$ cat src/rtl/strobe_in_pkg.sv
// Shared types for the strobed input port.
// Assumes: nothing beyond IEEE 1800-2017.
package strobe_in_pkg;

    // Synchronized level of an asynchronous strobe plus one-cycle edge events
    typedef struct packed {
        logic level;
        logic rise;
        logic fall;
    } edge_evt_t;

endpackage

$ cat src/rtl/edge_sync.sv
// Synchronizer and edge detector for one asynchronous control input.
// Assumes: STAGES >= 1. RST_VAL is the idle level of the input.
// Produces the synchronized level and one-cycle rise and fall pulses.
module edge_sync
    import strobe_in_pkg::*;
#(
    parameter int   STAGES  = 2,
    parameter logic RST_VAL = 1'b1
) (
    input  logic      clk,
    input  logic      rst_n,
    input  logic      async_in,
    output edge_evt_t evt
);

    logic [STAGES-1:0] chain;
    logic              prev;

    // First stage captures the raw input
    always_ff @(posedge clk) begin
        if (!rst_n) chain[0] <= RST_VAL;
        else        chain[0] <= async_in;
    end

    // Remaining stages form the metastability chain
    for (genvar i = 1; i < STAGES; i++) begin : g_stage
        always_ff @(posedge clk) begin
            if (!rst_n) chain[i] <= RST_VAL;
            else        chain[i] <= chain[i-1];
        end
    end

    // Hold the previous synchronized level for edge detection
    always_ff @(posedge clk) begin
        if (!rst_n) prev <= RST_VAL;
        else        prev <= chain[STAGES-1];
    end

    // Derive level and edge events
    always_comb begin
        evt.level = chain[STAGES-1];
        evt.rise  = chain[STAGES-1] & ~prev;
        evt.fall  = ~chain[STAGES-1] & prev;
    end

endmodule

$ cat src/rtl/ie_ctrl.sv
// Interrupt-enable bit for one input port.
// Assumes: cmd_wr and mode_load are one-cycle pulses that are already
// synchronous. The enable answers only to commands whose index equals IE_BIT.
module ie_ctrl #(
    parameter int SEL_W  = 3,
    parameter int IE_BIT = 4
) (
    input  logic             clk,
    input  logic             rst_n,
    input  logic             cmd_wr,
    input  logic [SEL_W-1:0] cmd_sel,
    input  logic             cmd_set,
    input  logic             mode_load,
    output logic             inte
);

    localparam logic [SEL_W-1:0] MY_SEL = SEL_W'(IE_BIT);

    // Mode selection clears the enable, otherwise a matching command writes it
    always_ff @(posedge clk) begin
        if (!rst_n)                            inte <= 1'b0;
        else if (mode_load)                    inte <= 1'b0;
        else if (cmd_wr && cmd_sel == MY_SEL)  inte <= cmd_set;
    end


    mode_clears_ie_chk: assert property (@(posedge clk) disable iff (!rst_n)
        mode_load |=> !inte);


    foreign_cmd_ignored_chk: assert property (@(posedge clk) disable iff (!rst_n)
        (cmd_wr && cmd_sel != MY_SEL && !mode_load) |=> $stable(inte));

endmodule

$ cat src/rtl/hs_flags.sv
// Data latch, buffer-full flag and interrupt request of the input handshake.
// Assumes: strobe and read events come from edge_sync. data_in has the same
// delay as the strobe. A clear event wins over a set event in the same cycle.
module hs_flags
    import strobe_in_pkg::*;
#(
    parameter int DATA_W = 8
) (
    input  logic              clk,
    input  logic              rst_n,
    input  edge_evt_t         stb,
    input  edge_evt_t         rd,
    input  logic [DATA_W-1:0] data_in,
    input  logic              inte,
    output logic [DATA_W-1:0] data_q,
    output logic              ibf,
    output logic              intr
);

    logic intr_set;

    // Latch follows data while strobe is low and closes on its rising edge
    always_ff @(posedge clk) begin
        if (!rst_n)                    data_q <= '0;
        else if (!stb.level || stb.rise) data_q <= data_in;
    end

    // Buffer full: read end clears, strobe fall sets, clear has priority
    always_ff @(posedge clk) begin
        if (!rst_n)        ibf <= 1'b0;
        else if (rd.rise)  ibf <= 1'b0;
        else if (stb.fall) ibf <= 1'b1;
    end

    // Interrupt set condition: strobe high, full, enabled, host not reading
    assign intr_set = stb.level & ibf & inte & rd.level & ~rd.rise;

    // Interrupt: read start clears, set condition raises, enable gates holding
    always_ff @(posedge clk) begin
        if (!rst_n)        intr <= 1'b0;
        else if (rd.fall)  intr <= 1'b0;
        else if (intr_set) intr <= 1'b1;
        else               intr <= intr & inte;
    end


    ibf_from_strobe_chk: assert property (@(posedge clk) disable iff (!rst_n)
        $rose(ibf) |-> $past(stb.fall));


    read_end_clears_ibf_chk: assert property (@(posedge clk) disable iff (!rst_n)
        rd.rise |=> !ibf);


    read_start_clears_intr_chk: assert property (@(posedge clk) disable iff (!rst_n)
        rd.fall |=> !intr);


    intr_needs_enable_chk: assert property (@(posedge clk) disable iff (!rst_n)
        $rose(intr) |-> ($past(inte) && $past(ibf)));


    overwrite_keeps_full_chk: assert property (@(posedge clk) disable iff (!rst_n)
        (stb.fall && ibf && !rd.rise) |=> ibf);

endmodule

$ cat src/rtl/strobed_in_port.sv
// Top of the strobed input port: synchronizes the peripheral strobe and the
// host read strobe, delays the peripheral data to match, and drives the latch,
// buffer-full and interrupt logic.
// Assumes: peripheral data is stable while the strobe is low. With
// ALIGN_DATA = 0 it must also stay stable for STAGES+1 cycles after the strobe rises.
module strobed_in_port
    import strobe_in_pkg::*;
#(
    parameter int DATA_W     = 8,
    parameter int STAGES     = 2,
    parameter int SEL_W      = 3,
    parameter int IE_BIT     = 4,
    parameter bit ALIGN_DATA = 1'b1
) (
    input  logic              clk,
    input  logic              rst_n,
    input  logic [DATA_W-1:0] periph_data,
    input  logic              stb_n,
    input  logic              rd_n,
    input  logic              cmd_wr,
    input  logic [SEL_W-1:0]  cmd_sel,
    input  logic              cmd_set,
    input  logic              mode_load,
    output logic [DATA_W-1:0] port_data,
    output logic              ibf,
    output logic              intr
);

    edge_evt_t         stb_evt;
    edge_evt_t         rd_evt;
    logic              inte;
    logic [DATA_W-1:0] data_aligned;

    edge_sync #(.STAGES(STAGES), .RST_VAL(1'b1)) i_stb_sync (
        .clk(clk), .rst_n(rst_n), .async_in(stb_n), .evt(stb_evt)
    );

    edge_sync #(.STAGES(STAGES), .RST_VAL(1'b1)) i_rd_sync (
        .clk(clk), .rst_n(rst_n), .async_in(rd_n), .evt(rd_evt)
    );

    if (ALIGN_DATA) begin : g_align
        logic [DATA_W-1:0] dpipe [STAGES];

        // Delay the data by the strobe synchronizer depth
        always_ff @(posedge clk) begin
            if (!rst_n) dpipe[0] <= '0;
            else        dpipe[0] <= periph_data;
        end

        for (genvar i = 1; i < STAGES; i++) begin : g_dstage
            // Further stages of the data delay
            always_ff @(posedge clk) begin
                if (!rst_n) dpipe[i] <= '0;
                else        dpipe[i] <= dpipe[i-1];
            end
        end

        assign data_aligned = dpipe[STAGES-1];
    end else begin : g_direct
        assign data_aligned = periph_data;
    end

    ie_ctrl #(.SEL_W(SEL_W), .IE_BIT(IE_BIT)) i_ie (
        .clk(clk), .rst_n(rst_n), .cmd_wr(cmd_wr), .cmd_sel(cmd_sel),
        .cmd_set(cmd_set), .mode_load(mode_load), .inte(inte)
    );

    hs_flags #(.DATA_W(DATA_W)) i_flags (
        .clk(clk), .rst_n(rst_n), .stb(stb_evt), .rd(rd_evt),
        .data_in(data_aligned), .inte(inte),
        .data_q(port_data), .ibf(ibf), .intr(intr)
    );


    enable_drop_clears_intr_chk: assert property (@(posedge clk) disable iff (!rst_n)
        (intr && !inte) |=> !intr);


    intr_only_strobe_high_chk: assert property (@(posedge clk) disable iff (!rst_n)
        $rose(intr) |-> $past(stb_evt.level));

endmodule

$ cat config.mk
export PLATFORM = sky130hd
export DESIGN_NAME = strobed_in_port
export DESIGN_NICKNAME = d
export VERILOG_FILES = /design/src/rtl/strobe_in_pkg.sv /design/src/rtl/edge_sync.sv /design/src/rtl/ie_ctrl.sv /design/src/rtl/hs_flags.sv /design/src/rtl/strobed_in_port.sv
export SDC_FILE = /design/constraint.sdc
export NUM_CORES = 1
export LEC_CHECK = 0
export ABC_AREA = 0
export BUFFER_PORTS_ARGS = -buffer_cell sky130_fd_sc_hd__buf_2
export CAP_MARGIN = 30
export CORE_ASPECT_RATIO = 1.75
export CORE_MARGIN = 1
export CORE_UTILIZATION = 24
export CTS_BUF_LIST = sky130_fd_sc_hd__clkbuf_2
export CTS_CLUSTER_SIZE = 28
export DETAILED_ROUTE_END_ITERATION = 10
export PLACE_DENSITY_LB_ADDON = 0.25
export SYNTH_ARGS = -nofsm -noshare
export SYNTH_HDL_FRONTEND = slang
export SYNTH_SLANG_ARGS = --single-unit
$ cat constraint.sdc
create_clock -name clk -period 0.9 [get_ports clk]
set_input_delay 0.09 -clock clk [delete_from_list [all_inputs] [get_ports clk]]
set_output_delay 0.09 -clock clk [all_outputs]
set_load 0.01 [all_outputs]
==> results of run 1 <==
area by class of cell:
type                       count  area [µm²]
clock buffer                   6        30.0
inverter                       2        7.51
fill                         464        2730
tap                           51        63.8
sequential                    33         678
clock inverter                 1        3.75
timing repair buffer          49         448
multi-input combinational     55         447
routing by layer:
metal,up-vias,share of wire,track usage
li1,416,-,-
met1,381,0.35,0.0868
met2,23,0.57,0.150
met3,7,0.031,0.0348
met4,0,0.045,0.0855
met5,-,0,0
flip-flops by register name, summed over array words and instances, names as in the netlist:
name / cells
g_align.dpipe: 16
i_flags.data_q: 8
i_flags.ibf: 1
i_flags.intr: 1
i_ie.inte: 1
i_rd_sync.chain: 1
i_rd_sync.evt: 1
i_rd_sync.prev: 1
i_stb_sync.chain: 1
i_stb_sync.evt: 1
i_stb_sync.prev: 1
cells by family (layout without fill, tap and decap cells):
kind of cell | Yosys count | in the layout | share of synthesized area
muxes | 1 | 1 | 0.00908
and+or+nand+nor | 35 | 35 | 0.196
buffers and inverters | 8 | 58 | 0.0590
DFF | 33 | 33 | 0.599
AOI/OAI and AO/OA | 19 | 19 | 0.136
layout by cell type, fill, tap and decap left out, drive strengths merged:
master and n:
a211oi 1, a21bo 8, a21oi 8, a31oi 1, and2 16, and4bb 1
buf 35, clkbuf 8, clkinv 1, dfxtp 33, dlygate4sd3 12, inv 2
mux2i 1, nand2 2, nand2b 2, nand3 8, nand3b 2, nor2b 1
o221a 1, or2b 3
power groups by stage:
stage / clock (mW) / sequential, mW / combinational, mW
floorplan: 0 / 1.56 / 0.0882
global placement: 0 / 1.56 / 0.144
detailed placement: 0 / 1.56 / 0.147
CTS: 0.676 / 1.53 / 0.205
global route: 0.715 / 1.54 / 0.262
finish: 0.617 / 1.53 / 0.236
metrics by stage:
step           setup TNS (ps)  cell area [µm²]  utilization
6_report                 -129             1680        0.381
5_1_grt                  -883             1680        0.381
3_3_place_gp                0             1290        0.292
3_5_place_dp            -14.5             1290        0.292
4_1_cts                  -383             1540        0.351
2_1_floorplan               0             1100            -
worst max-delay path, cell delays in order (launching register included):
cell                      delay (ps)
sky130_fd_sc_hd__dfxtp_4         400
sky130_fd_sc_hd__buf_12          140
sky130_fd_sc_hd__a21bo_4         200
sky130_fd_sc_hd__a21oi_2         130
final timing paths:
kind	start	endpoint	slack [ps]	cells past startpoint
worst max-delay path	i_stb_sync.evt[2]	i_flags.data_q[2]	-40	3
worst min-delay path	rst_n	i_stb_sync.prev	40	2
worst max register to register	i_stb_sync.evt[2]	i_flags.data_q[2]	-40	3
worst min register to register	i_rd_sync.chain[0]	i_rd_sync.evt[2]	430	1
what timing repair did:
action                                  CTS  global route
hold buffers                             12             0
pin swaps                                 0             9
endpoints found under the setup margin   16            18
hold endpoints to repair                 11             0
gates cloned                              0             2
gates resized for setup                  25            15
buffers inserted                          2             2
==> results.md, run 1 <==
- The internal power summed over all cells is 1.85 mW.
- The total congestion overflow after global routing is 0.
- The standby leakage power is 0.689 nW.
- The count of pins on the block boundary is 28.
- Counting tap cells, the placed design contains a total of 172 instances.
- Of all nets on the critical path, the largest fanout is 5.
- The min-delay analysis places its worst path in the category input port to flip-flop.
- Power spread over the standard cell area amounts to 1420 nW/µm².
- The worst-case headroom to the max-slew limit is 0.744.
- The routability congestion estimate from global placement is 0.645.
- The die outline area is 4880 µm².
- The final standard cell count with taps included and fillers excluded is 197.
- The initial antenna violation count came to 0.
- After layout, the worst setup slack is -37.7 ps.
- Counting flops with an async set or reset pin after synthesis yields a share of 0.
- In this run the number of H-tree levels came out at 2.
- The critical path is of the flip-flop to flip-flop type.
- Setup repair after global routing could not meet its margin everywhere.
- The detail route stage leaves a number of antenna-violating nets equal to 0.
- The worst clock skew on the final layout is 4.61 ps.
- The tree built by TritonCTS fans out to 33 sinks.
- The first global-routing pass estimated 3240 µm of wire.
- The detailed-route wire length is 2040 µm.
- The sequential share of power is 0.643.
- Data on the critical path arrives at its endpoint at 1220 ps.
- The checks that failed: setup timing.
- The antenna diode count is 0.
- By count the netlist is led by sky130_fd_sc_hd__dfxtp_1, sky130_fd_sc_hd__and2_1, sky130_fd_sc_hd__a21oi_1, sky130_fd_sc_hd__nand3_1, sky130_fd_sc_hd__a21bo_2.
- After the first detailed-routing iteration, the DRC count stood at 8.
- The region available for standard cell placement spans 4400 µm².
- The startpoint class of the critical path is a flip-flop.
- The final net count is 164.
- The portion of the clock cycle consumed by the worst path in the final layout is 1.04.
- The dominant synthesized flop cell is sky130_fd_sc_hd__dfxtp_1.
- After layout, the design draws a total of 2.39 mW.
- The number of synthesized flops with an enable pin is 0.
- The clock buffer count from CTS is 5.
- The worst setup path is captured at a flip-flop.
- Row generation in the floorplan step produced 32 rows.
- The post-synthesis net count is 114.
- TritonCTS built the clock tree.
- The number of warnings printed during yosys synthesis is 0.
- Ranked by total cell area, the synthesized netlist is headed by sky130_fd_sc_hd__dfxtp_1, sky130_fd_sc_hd__and2_1, sky130_fd_sc_hd__a21bo_2.
- Max-cap violations in this run came to 0.
- The cell taking the most area after synthesis is sky130_fd_sc_hd__dfxtp_1.
- The flow ran to the end, but the final reports show violations.
- The share of the Yosys chip area taken by registers is 0.599.
- The growth of design area from synthesis to finish is 52.2%.
- The minimum clock period after layout is 938 ps.
- The count of final max-slew check failures is 0.
- Measured along the y axis, the die boundary spans 91.7 µm.
- The via count of the first global-routing pass is 764.
- The logic gate share of total power is 0.099.
- The length of the first detailed-routing pass in iterations is 3.
- The total half-perimeter wirelength after legalization and detailed placement is 1280 µm.
- The transition time of the tightest slew-check pin is 383 ps.
- Before CTS, the worst setup slack after placement is -11.4 ps.
- Port buffering added 27 buffers.
- The clock latency on the worst-skew pair is 340 ps.
- The ratio of cells with drive above 1 in the final layout is 0.500.
- The mapped cell area is 1100 µm².
- In the routed design, unresolved DRC markers number 0.
- The fraction of power consumed by the clock network is 0.258.
- The total number of vias is 827.
- The average cell area after synthesis is 11.5 µm².
- The clock tree buffer depth is 2.
- The portion of synthesized cell area occupied by the leading cell type is 0.599.
- For this design the total switching power over the nets is 537 µW.
- The maximum vdd ir drop is 672 µV.
- The count of state elements after synthesis is 33.
- The hold violation total from the final report was 0.
- For this run, the total global-route usage over all layers was measured as 0.0940.
- The CTS clock-pin slew for the worst setup and hold paths is 140 ps.
- Entering global routing, the biggest net connects 18 pins.
- The most numerous cell in the Yosys netlist is sky130_fd_sc_hd__dfxtp_1.
- Derived from the worst setup path, the maximum achievable clock frequency is 1070 MHz.
- The number of endpoints failing setup at the final stage is 9.
- The switching share of power is 0.225.
- The tree is rooted in a sky130_fd_sc_hd__clkbuf_2.
- Final hold analysis gives a worst-case slack of 39.0 ps.
- The initial standard-cell utilization of the core is 0.250.
- The cell count after synthesis came out at 96.
- The mean number of vias per cell is 4.20.
- From left edge to right edge, the die measures 53.2 µm.
- Dividing the detail-routed wire length by the instance count gives 10.4 µm.
- STA puts the critical path data required time at 1180 ps.
- The count of different cell masters after synthesis is 21.
Note: power is estimated with default switching activity, not from simulation.
==> run 2, diff against run 1 <==
clock period = 1 ns   (was 0.9 ns; I/O delays follow)
==> run 2 against run 1 <==
  * The flow now finishes without violations
  * Worst hold slack improved by 6.1 ps
  * Worst setup slack improved by 110 ps
  * Cell count is 3.0% lower
  * Global-route usage down 0.23 points
  * Count of clock-buffer cells in the layout stayed put
  * Total power down 12%
  * Non-clock buffer count shrank 6
  * Critical path depth is the same
  * Largest cell class unchanged
  * Largest power group unchanged
==> results.md, run 2 (synthesis results as in run 1) <==
- Outcome: completed (was finished, violations left).
- The antenna diode count is 0 (unchanged).
- The total power density per cell area is 1440 nW/µm² (was 1420 nW/µm²).
- The CTS clock-pin slew for the worst setup and hold paths came to 150 ps (was 140 ps).
- The total negative slack is 0 ps (was -129 ps).
- The final core utilization was 0.332 (was 0.381).
- The standard-cell row count was 32 (unchanged).
- The largest stage delay on the critical path is 370 ps (was 400 ps).
- The total half-perimeter wirelength after legalization and detailed placement is 1280 µm (unchanged).
- The count of final max-slew check failures was 0 (unchanged).
- The endpoint kind of the worst setup timing path was a flip-flop (unchanged).
- The length of the first detailed-routing pass in iterations is 3 (unchanged).
- The kind of cell adding the most delay to the critical path is flip-flops (unchanged).
- The transition time of the tightest slew-check pin is 237 ps (was 383 ps).
- The mean number of vias per cell is 4.09 (was 4.20).
- The root buffer selected by CTS is sky130_fd_sc_hd__clkbuf_2 (unchanged).
- The largest fanout on the critical path was 17 (was 5).
- The die span in y is 91.7 µm (unchanged).
- The final standard cell area without fillers is 1460 µm² (was 1680 µm²).
- The leading cell type in the layout, fill and taps excluded was sky130_fd_sc_hd__buf_2 (was sky130_fd_sc_hd__dfxtp_1).
- The total congestion overflow after global routing was 0 (unchanged).
- The final net count is 158 (was 164).
- The clock tree from TritonCTS was done (unchanged).
- The total number of vias is 781 (was 827).
- The max capacitance violation total came to 0 (unchanged).
- The global-route wire length before repair came to 3150 µm (was 3240 µm).
- The average wire per cell in the routed design is 9.40 µm (was 10.4 µm).
- The worst min-delay path class is input port to flip-flop (unchanged).
- The ratio of cells with drive above 1 in the final layout is 0.393 (was 0.500).
- The fill cell instance count of the final layout is 485 (was 464).
- The maximum number of pins on one net before global-route repair is 18 (unchanged).
- The register ranked first by flip-flop count is g_align.dpipe (unchanged).
- The number of endpoints failing setup at the final stage came to 0 (was 9).
- The number of buffer and inverter stages on the critical path was 1 (unchanged).
- Largest regs: g_align.dpipe (16), i_flags.data_q (8) (unchanged).
- The arrival time of data at the critical path endpoint is 1220 ps (about the same).
- The worst-case headroom to the max-slew limit is 0.842 (was 0.744).
- The hold violation total from the final report is 0 (unchanged).
- The clock buffer count from CTS is 5 (unchanged).
- The number of sinks on the clock net is 33 (unchanged).
- The total global routing track utilization is 0.0917 (was 0.0940).
- The type of the worst setup path is flip-flop to flip-flop (unchanged).
- The total core area is 4400 µm² (unchanged).
- The minimum clock period after layout is 931 ps (was 938 ps).
- The count of buffers from port buffering is 27 (unchanged).
- The final antenna-violating net count came to 0 (unchanged).
- The count of pins on the block boundary came to 28 (unchanged).
- The clock tree buffer depth is 2 (unchanged).
- The flip-flop count of the largest register after layout is 16 (unchanged).
- The startpoint class of the critical path is a flip-flop (unchanged).
- The maximum clock frequency is 1070 MHz (about the same).
- The initial antenna violation count was 0 (unchanged).
- The initial standard-cell utilization of the core is 0.250 (unchanged).
- The slowest cell on the critical path is sky130_fd_sc_hd__dfxtp_1 (was sky130_fd_sc_hd__dfxtp_4).
- The width of the die came to 53.2 µm (unchanged).
- The worst clock skew on the final layout came to 9.81 ps (was 4.61 ps).
- Top library cells by usage in the layout, fill and taps aside: sky130_fd_sc_hd__buf_2, sky130_fd_sc_hd__dfxtp_1, sky130_fd_sc_hd__and2_1, sky130_fd_sc_hd__dlygate4sd3_1, sky130_fd_sc_hd__dfxtp_2 (was sky130_fd_sc_hd__dfxtp_1, sky130_fd_sc_hd__buf_2, sky130_fd_sc_hd__and2_1, sky130_fd_sc_hd__dlygate4sd3_1, sky130_fd_sc_hd__buf_6).
- The portion of the clock cycle consumed by the worst path in the final layout is 0.931 (was 1.04).
- Critical path, cell by cell: buf_12, a21bo_2, a21oi_1 (was buf_12, a21bo_4, a21oi_2).
- The count of unresolved DRC violations after routing is 0 (unchanged).
- The maximum level of the CTS H-tree is 2 (unchanged).
- The via count of the first global-routing pass came to 740 (was 764).
- The standby leakage power came to 0.620 nW (was 0.689 nW).
- The post-placement cell area is 1290 µm² (unchanged).
- The number of violations reported at the end of detailed-routing iteration 0 is 9 (was 8).
- The die outline area is 4880 µm² (unchanged).
- Setup repair after global routing missed its margin: false (was true).
- The routability congestion estimate from global placement is 0.645 (unchanged).
- The growth of design area from synthesis to finish is 32.8% (was 52.2%).
- The detailed-route wire length is 1800 µm (was 2040 µm).
- The required time at the endpoint of the critical path came to 1290 ps (was 1180 ps).
- The maximum vdd ir drop is 553 µV (was 672 µV).
- The clock latency on the worst-skew pair came to 340 ps (about the same).
[run 2: changes by cell type in the layout (fill, tap and decap cells not counted), moves of 2 or more]
cell,delta
sky130_fd_sc_hd__dfxtp_2,-2
sky130_fd_sc_hd__buf_2,+8
sky130_fd_sc_hd__buf_4,-2
sky130_fd_sc_hd__a21oi_2,-8
sky130_fd_sc_hd__a21oi_1,+8
sky130_fd_sc_hd__dfxtp_1,+3
sky130_fd_sc_hd__a21bo_2,+6
sky130_fd_sc_hd__clkbuf_16,-2
sky130_fd_sc_hd__buf_6,-10
sky130_fd_sc_hd__a21bo_4,-6
[run 2: worst paths after layout]
kind | cells past startpoint | endpoint | start | slack, ps
setup / recovery | 3 | i_flags.data_q[3] | i_stb_sync.evt[2] | 70
hold / removal | 2 | i_stb_sync.prev | rst_n | 50
setup reg to reg | 3 | i_flags.data_q[3] | i_stb_sync.evt[2] | 70
hold reg to reg | 1 | i_stb_sync.evt[2] | i_stb_sync.chain[0] | 430
[run 2: metal layers]
metal | routed length (µm) | part of all wire | vias up | GRT usage
met5 | 0 | 0 | - | 0
met4 | 87 | 0.048 | 0 | 0.0855
met3 | 71 | 0.040 | 6 | 0.0348
met2 | 927 | 0.52 | 23 | 0.144
met1 | 710 | 0.40 | 347 | 0.0857
li1 | - | - | 405 | -
[run 2: through the flow]
stage	instances	setup WS, ps	power (mW)	hold WS (ps)
floorplan	96	106	1.48	173
global placement	172	120	1.53	285
detailed placement	172	88.6	1.54	294
CTS	191	2.09	2.15	25.9
global route	191	0.552	2.22	31.5
finish	191	69.4	2.11	45.1
[run 2: power by group]
part	total, mW	switching, mW	internal [mW]
sequential	1.38	0.0148	1.36
clock	0.560	0.396	0.164
combinational	0.168	0.0601	0.108
[run 2: cell type report]
type / instances / area (µm²) / share of cell area
clock buffer: 6 / 30.0 / 0.0205
clock inverter: 1 / 3.75 / 0.00256
inverter: 2 / 7.51 / 0.00513
multi-input combinational: 55 / 377 / 0.257
sequential: 33 / 672 / 0.459
tap: 51 / 63.8 / 0.0436
timing repair buffer: 43 / 310 / 0.212
[run 2: repair_timing]
action	CTS	global route
hold endpoints to repair	11	0
gates resized for setup	0	11
hold buffers	12	0
setup endpoints to repair	0	9
setup buffers	0	0
==> run 3, diff against run 2 <==
MAX_ROUTING_LAYER = met4   (was unset)
clock period = 1.05 ns   (was 1 ns; I/O delays follow)
==> run 3 against run 2 <==
  * Count of clock-buffer cells in the layout did not move
  * Register-to-register slack improved by 40 ps
  * Clock power fell by 6.6%
  * Die area unchanged
  * Via count down 2.4%
  * Routed wire length shrank 1.4%
  * Cell area shrank 2.1%
  * Largest power group unchanged
==> results.md, run 3 (synthesis results as in run 1) <==
- The standby leakage power is 0.609 nW (was 0.620 nW).
- The number of buffer and inverter stages on the critical path is 1 (unchanged).
- The portion of the clock cycle consumed by the worst path in the final layout is 0.902.
- The total congestion overflow after global routing is 0 (unchanged).
- The ratio of cells with drive above 1 in the final layout is 0.324 (was 0.393).
- The clock tree from TritonCTS is done (unchanged).
- The origin of the worst min-delay path is rst_n (unchanged).
- The number of endpoints failing setup at the final stage is 0 (unchanged).
- The startpoint of the worst-slack reg-to-reg timing path is i_stb_sync.prev (was i_stb_sync.evt[2]).
- The arrival time of data at the critical path endpoint is 840 ps (was 1220 ps).
- The final antenna-violating net count is 0 (unchanged).
- The number of instances on the worst hold path came to 2 (unchanged).
- The initial antenna violation count is 0 (unchanged).
- The count of pins on the block boundary is 28 (unchanged).
- The internal power summed over all cells was 1.55 mW (was 1.63 mW).
- The startpoint class of the critical path is a flip-flop (unchanged).
- The register ranked first by flip-flop count is g_align.dpipe (unchanged).
- The standard-cell row count was 32 (unchanged).
- Based on the critical path, the design can be clocked at up to 1060 MHz.
- The hold violation total from the final report is 0 (unchanged).
- The average wire per cell in the routed design is 9.32 µm (was 9.40 µm).
- The sequential share of power is 0.659 (was 0.654).
- The net switching power of the design is 438 µW (was 471 µW).
- The length of the first detailed-routing pass in iterations is 2 (was 3).
- The global-route wire length before repair was 3190 µm (was 3150 µm).
- The die outline area is 4880 µm² (unchanged).
- The total power density per cell area was 1390 nW/µm² (was 1440 nW/µm²).
- The total core area is 4400 µm² (unchanged).
- The CTS clock-pin slew for the worst setup and hold paths was 140 ps (was 150 ps).
- The root buffer selected by CTS is sky130_fd_sc_hd__clkbuf_2 (unchanged).
- The clock buffer count from CTS is 5 (unchanged).
- The final core utilization is 0.325 (was 0.332).
- The fill cell instance count of the final layout is 499 (was 485).
- The count of unresolved DRC violations after routing came to 0 (unchanged).
- The final net count is 157 (was 158).
- The largest stage delay on the critical path is 380 ps (was 370 ps).
- The required time at the endpoint of the critical path is 940 ps (was 1290 ps).
- The largest fanout on the critical path came to 3 (was 17).
- The switching share of power was 0.220 (was 0.224).
- The register-to-register setup slack is 110 ps (was 70 ps).
- The register area was 661 µm² (was 672 µm²).
- The worst clock skew on the final layout is 10.2 ps (was 9.81 ps).
- The growth of design area from synthesis to finish was 30.0% (was 32.8%).
- Largest regs: g_align.dpipe (16), i_flags.data_q (8) (unchanged).
- The logic depth of the worst register-to-register path is 3 (unchanged).
- The antenna diode count is 0 (unchanged).
- Outcome: completed (unchanged).
- The flip-flop count of the largest register after layout is 16 (unchanged).
- The area of the multi-input gates is 377 µm² (unchanged).
- The maximum number of pins on one net before global-route repair is 18 (unchanged).
- The endpoint kind of the worst setup timing path is an output port (was flip-flop).
- The detailed-route wire length is 1770 µm (was 1800 µm).
- The clock tree buffer depth came to 2 (unchanged).
- The total global routing track utilization is 0.0940 (was 0.0917).
- The final hold slack was 68.7 ps (was 45.1 ps).
- The transition time of the tightest slew-check pin is 254 ps (was 237 ps).
- The minimum clock period after layout is 947 ps.
- The worst hold path endpoint is i_rd_sync.prev (was i_stb_sync.prev).
- The initial standard-cell utilization of the core is 0.250 (unchanged).
- The end of the worst register-to-register path is i_flags.data_q[3] (unchanged).
- The max capacitance violation total is 0 (unchanged).
- Top library cells by usage in the layout, fill and taps aside: sky130_fd_sc_hd__dfxtp_1, sky130_fd_sc_hd__buf_2, sky130_fd_sc_hd__and2_1, sky130_fd_sc_hd__dlygate4sd3_1 (was sky130_fd_sc_hd__buf_2, sky130_fd_sc_hd__dfxtp_1, sky130_fd_sc_hd__and2_1, sky130_fd_sc_hd__dlygate4sd3_1, sky130_fd_sc_hd__dfxtp_2).
- The count of buffers from port buffering is 27 (unchanged).
- The die span in y is 91.7 µm (unchanged).
- The count of final max-slew check failures was 0 (unchanged).
- The type of the worst setup path is flip-flop to output port (was flip-flop to flip-flop).
- Setup repair after global routing missed its margin: false (unchanged).
- The slowest cell on the critical path is sky130_fd_sc_hd__dfxtp_1 (unchanged).
- The mean number of vias per cell was 4.01 (was 4.09).
- The total half-perimeter wirelength after legalization and detailed placement came to 1320 µm (was 1280 µm).
- The fraction of power consumed by the clock network was 0.263 (was 0.266).
- The number of sinks on the clock net was 33 (unchanged).
- The clock latency on the worst-skew pair is 330 ps (was 340 ps).
- The maximum level of the CTS H-tree is 2 (unchanged).
- The number of violations reported at the end of detailed-routing iteration 0 is 13 (was 9).
- The maximum vdd ir drop is 440 µV (was 553 µV).
- The post-route total power is 1.99 mW (was 2.11 mW).
- The routability congestion estimate from global placement is 0.614 (was 0.645).
- Critical path, cell by cell: buf_2 (was buf_12, a21bo_2, a21oi_1).
- The worst min-delay path class is input port to flip-flop (unchanged).
- The count of cells resized by post-cts repair is 0 (unchanged).
- The worst-case headroom to the max-slew limit is 0.830 (was 0.842).
- The total number of vias is 762 (was 781).
- The logic gate share of total power is 0.078 (was 0.080).
- The total negative slack was 0 ps (unchanged).
- The kind of cell adding the most delay to the critical path is flip-flops (unchanged).
- The leading cell type in the layout, fill and taps excluded is sky130_fd_sc_hd__dfxtp_1 (was sky130_fd_sc_hd__buf_2).
- The width of the die is 53.2 µm (unchanged).
- The via count of the first global-routing pass is 767 (was 740).
-- run 3: changes by cell type in the layout (fill, tap and decap cells not counted) --
cell	before	now
sky130_fd_sc_hd__dfxtp_1	24	33
sky130_fd_sc_hd__dfxtp_2	9	0
sky130_fd_sc_hd__buf_2	25	27
sky130_fd_sc_hd__buf_6	2	0
sky130_fd_sc_hd__buf_4	3	2
-- run 3: worst max path at each step --
stage	startpoint	to	slack, ps	depth (start not counted)
3_3_place_gp	i_stb_sync.evt[2]	i_flags.data_q[2]	160	3
3_5_place_dp	i_stb_sync.prev	i_flags.data_q[0]	120	3
5_1_grt	i_flags.ibf	ibf	10	1
6_report	i_flags.ibf	ibf	100	1
2_1_floorplan	i_stb_sync.evt[2]	i_flags.intr	160	4
4_1_cts	i_flags.ibf	ibf	70	1
-- run 3: through the flow --
| step | area, µm² | worst slack (ps) | instances |
|---|---|---|---|
| after floorplan | 1100 | 156 | 96 |
| after global placement | 1280 | 157 | 171 |
| after detailed placement | 1280 | 122 | 171 |
| after CTS | 1430 | 66.7 | 190 |
| after global routing | 1430 | 9.73 | 190 |
| final | 1430 | 103 | 190 |
-- run 3: area by class of cell --
cell class              instances  share of cell area
flip-flops and latches         33               0.461
inverters                       2             0.00524
repair buffers                 42               0.203
well taps                      51              0.0445
clock buffers                   6              0.0210
multi-input cells              55               0.263
clock inverters                 1             0.00262
-- run 3: what timing repair did --
action	in CTS	in global routing
endpoints found under the hold margin	11	0
hold buffers	12	0
setup buffers	0	0
-- run 3: power groups by stage --
| stage | Combinational [mW] | Sequential [mW] | Clock, mW |
|---|---|---|---|
| 6_report | 0.156 | 1.31 | 0.523 |
| 5_1_grt | 0.176 | 1.32 | 0.620 |
| 4_1_cts | 0.159 | 1.31 | 0.566 |
| 3_5_place_dp | 0.125 | 1.34 | 0 |
| 3_3_place_gp | 0.122 | 1.34 | 0 |
| 2_1_floorplan | 0.0756 | 1.34 | 0 |
-- run 3: metal layers --
metal / up-vias / track usage / routed length, µm
li1: 403 / - / -
met1: 336 / 0.0939 / 666
met2: 21 / 0.145 / 975
met3: 2 / 0.0299 / 85
met4: 0 / 0.0724 / 43
met5: - / - / 0
-- run 3: worst reg2reg max path, cell delays in order (launching register included) --
cell and delay, ps:
sky130_fd_sc_hd__dfxtp_1 380, sky130_fd_sc_hd__buf_4 190, sky130_fd_sc_hd__a21bo_2 200, sky130_fd_sc_hd__a21oi_1 130
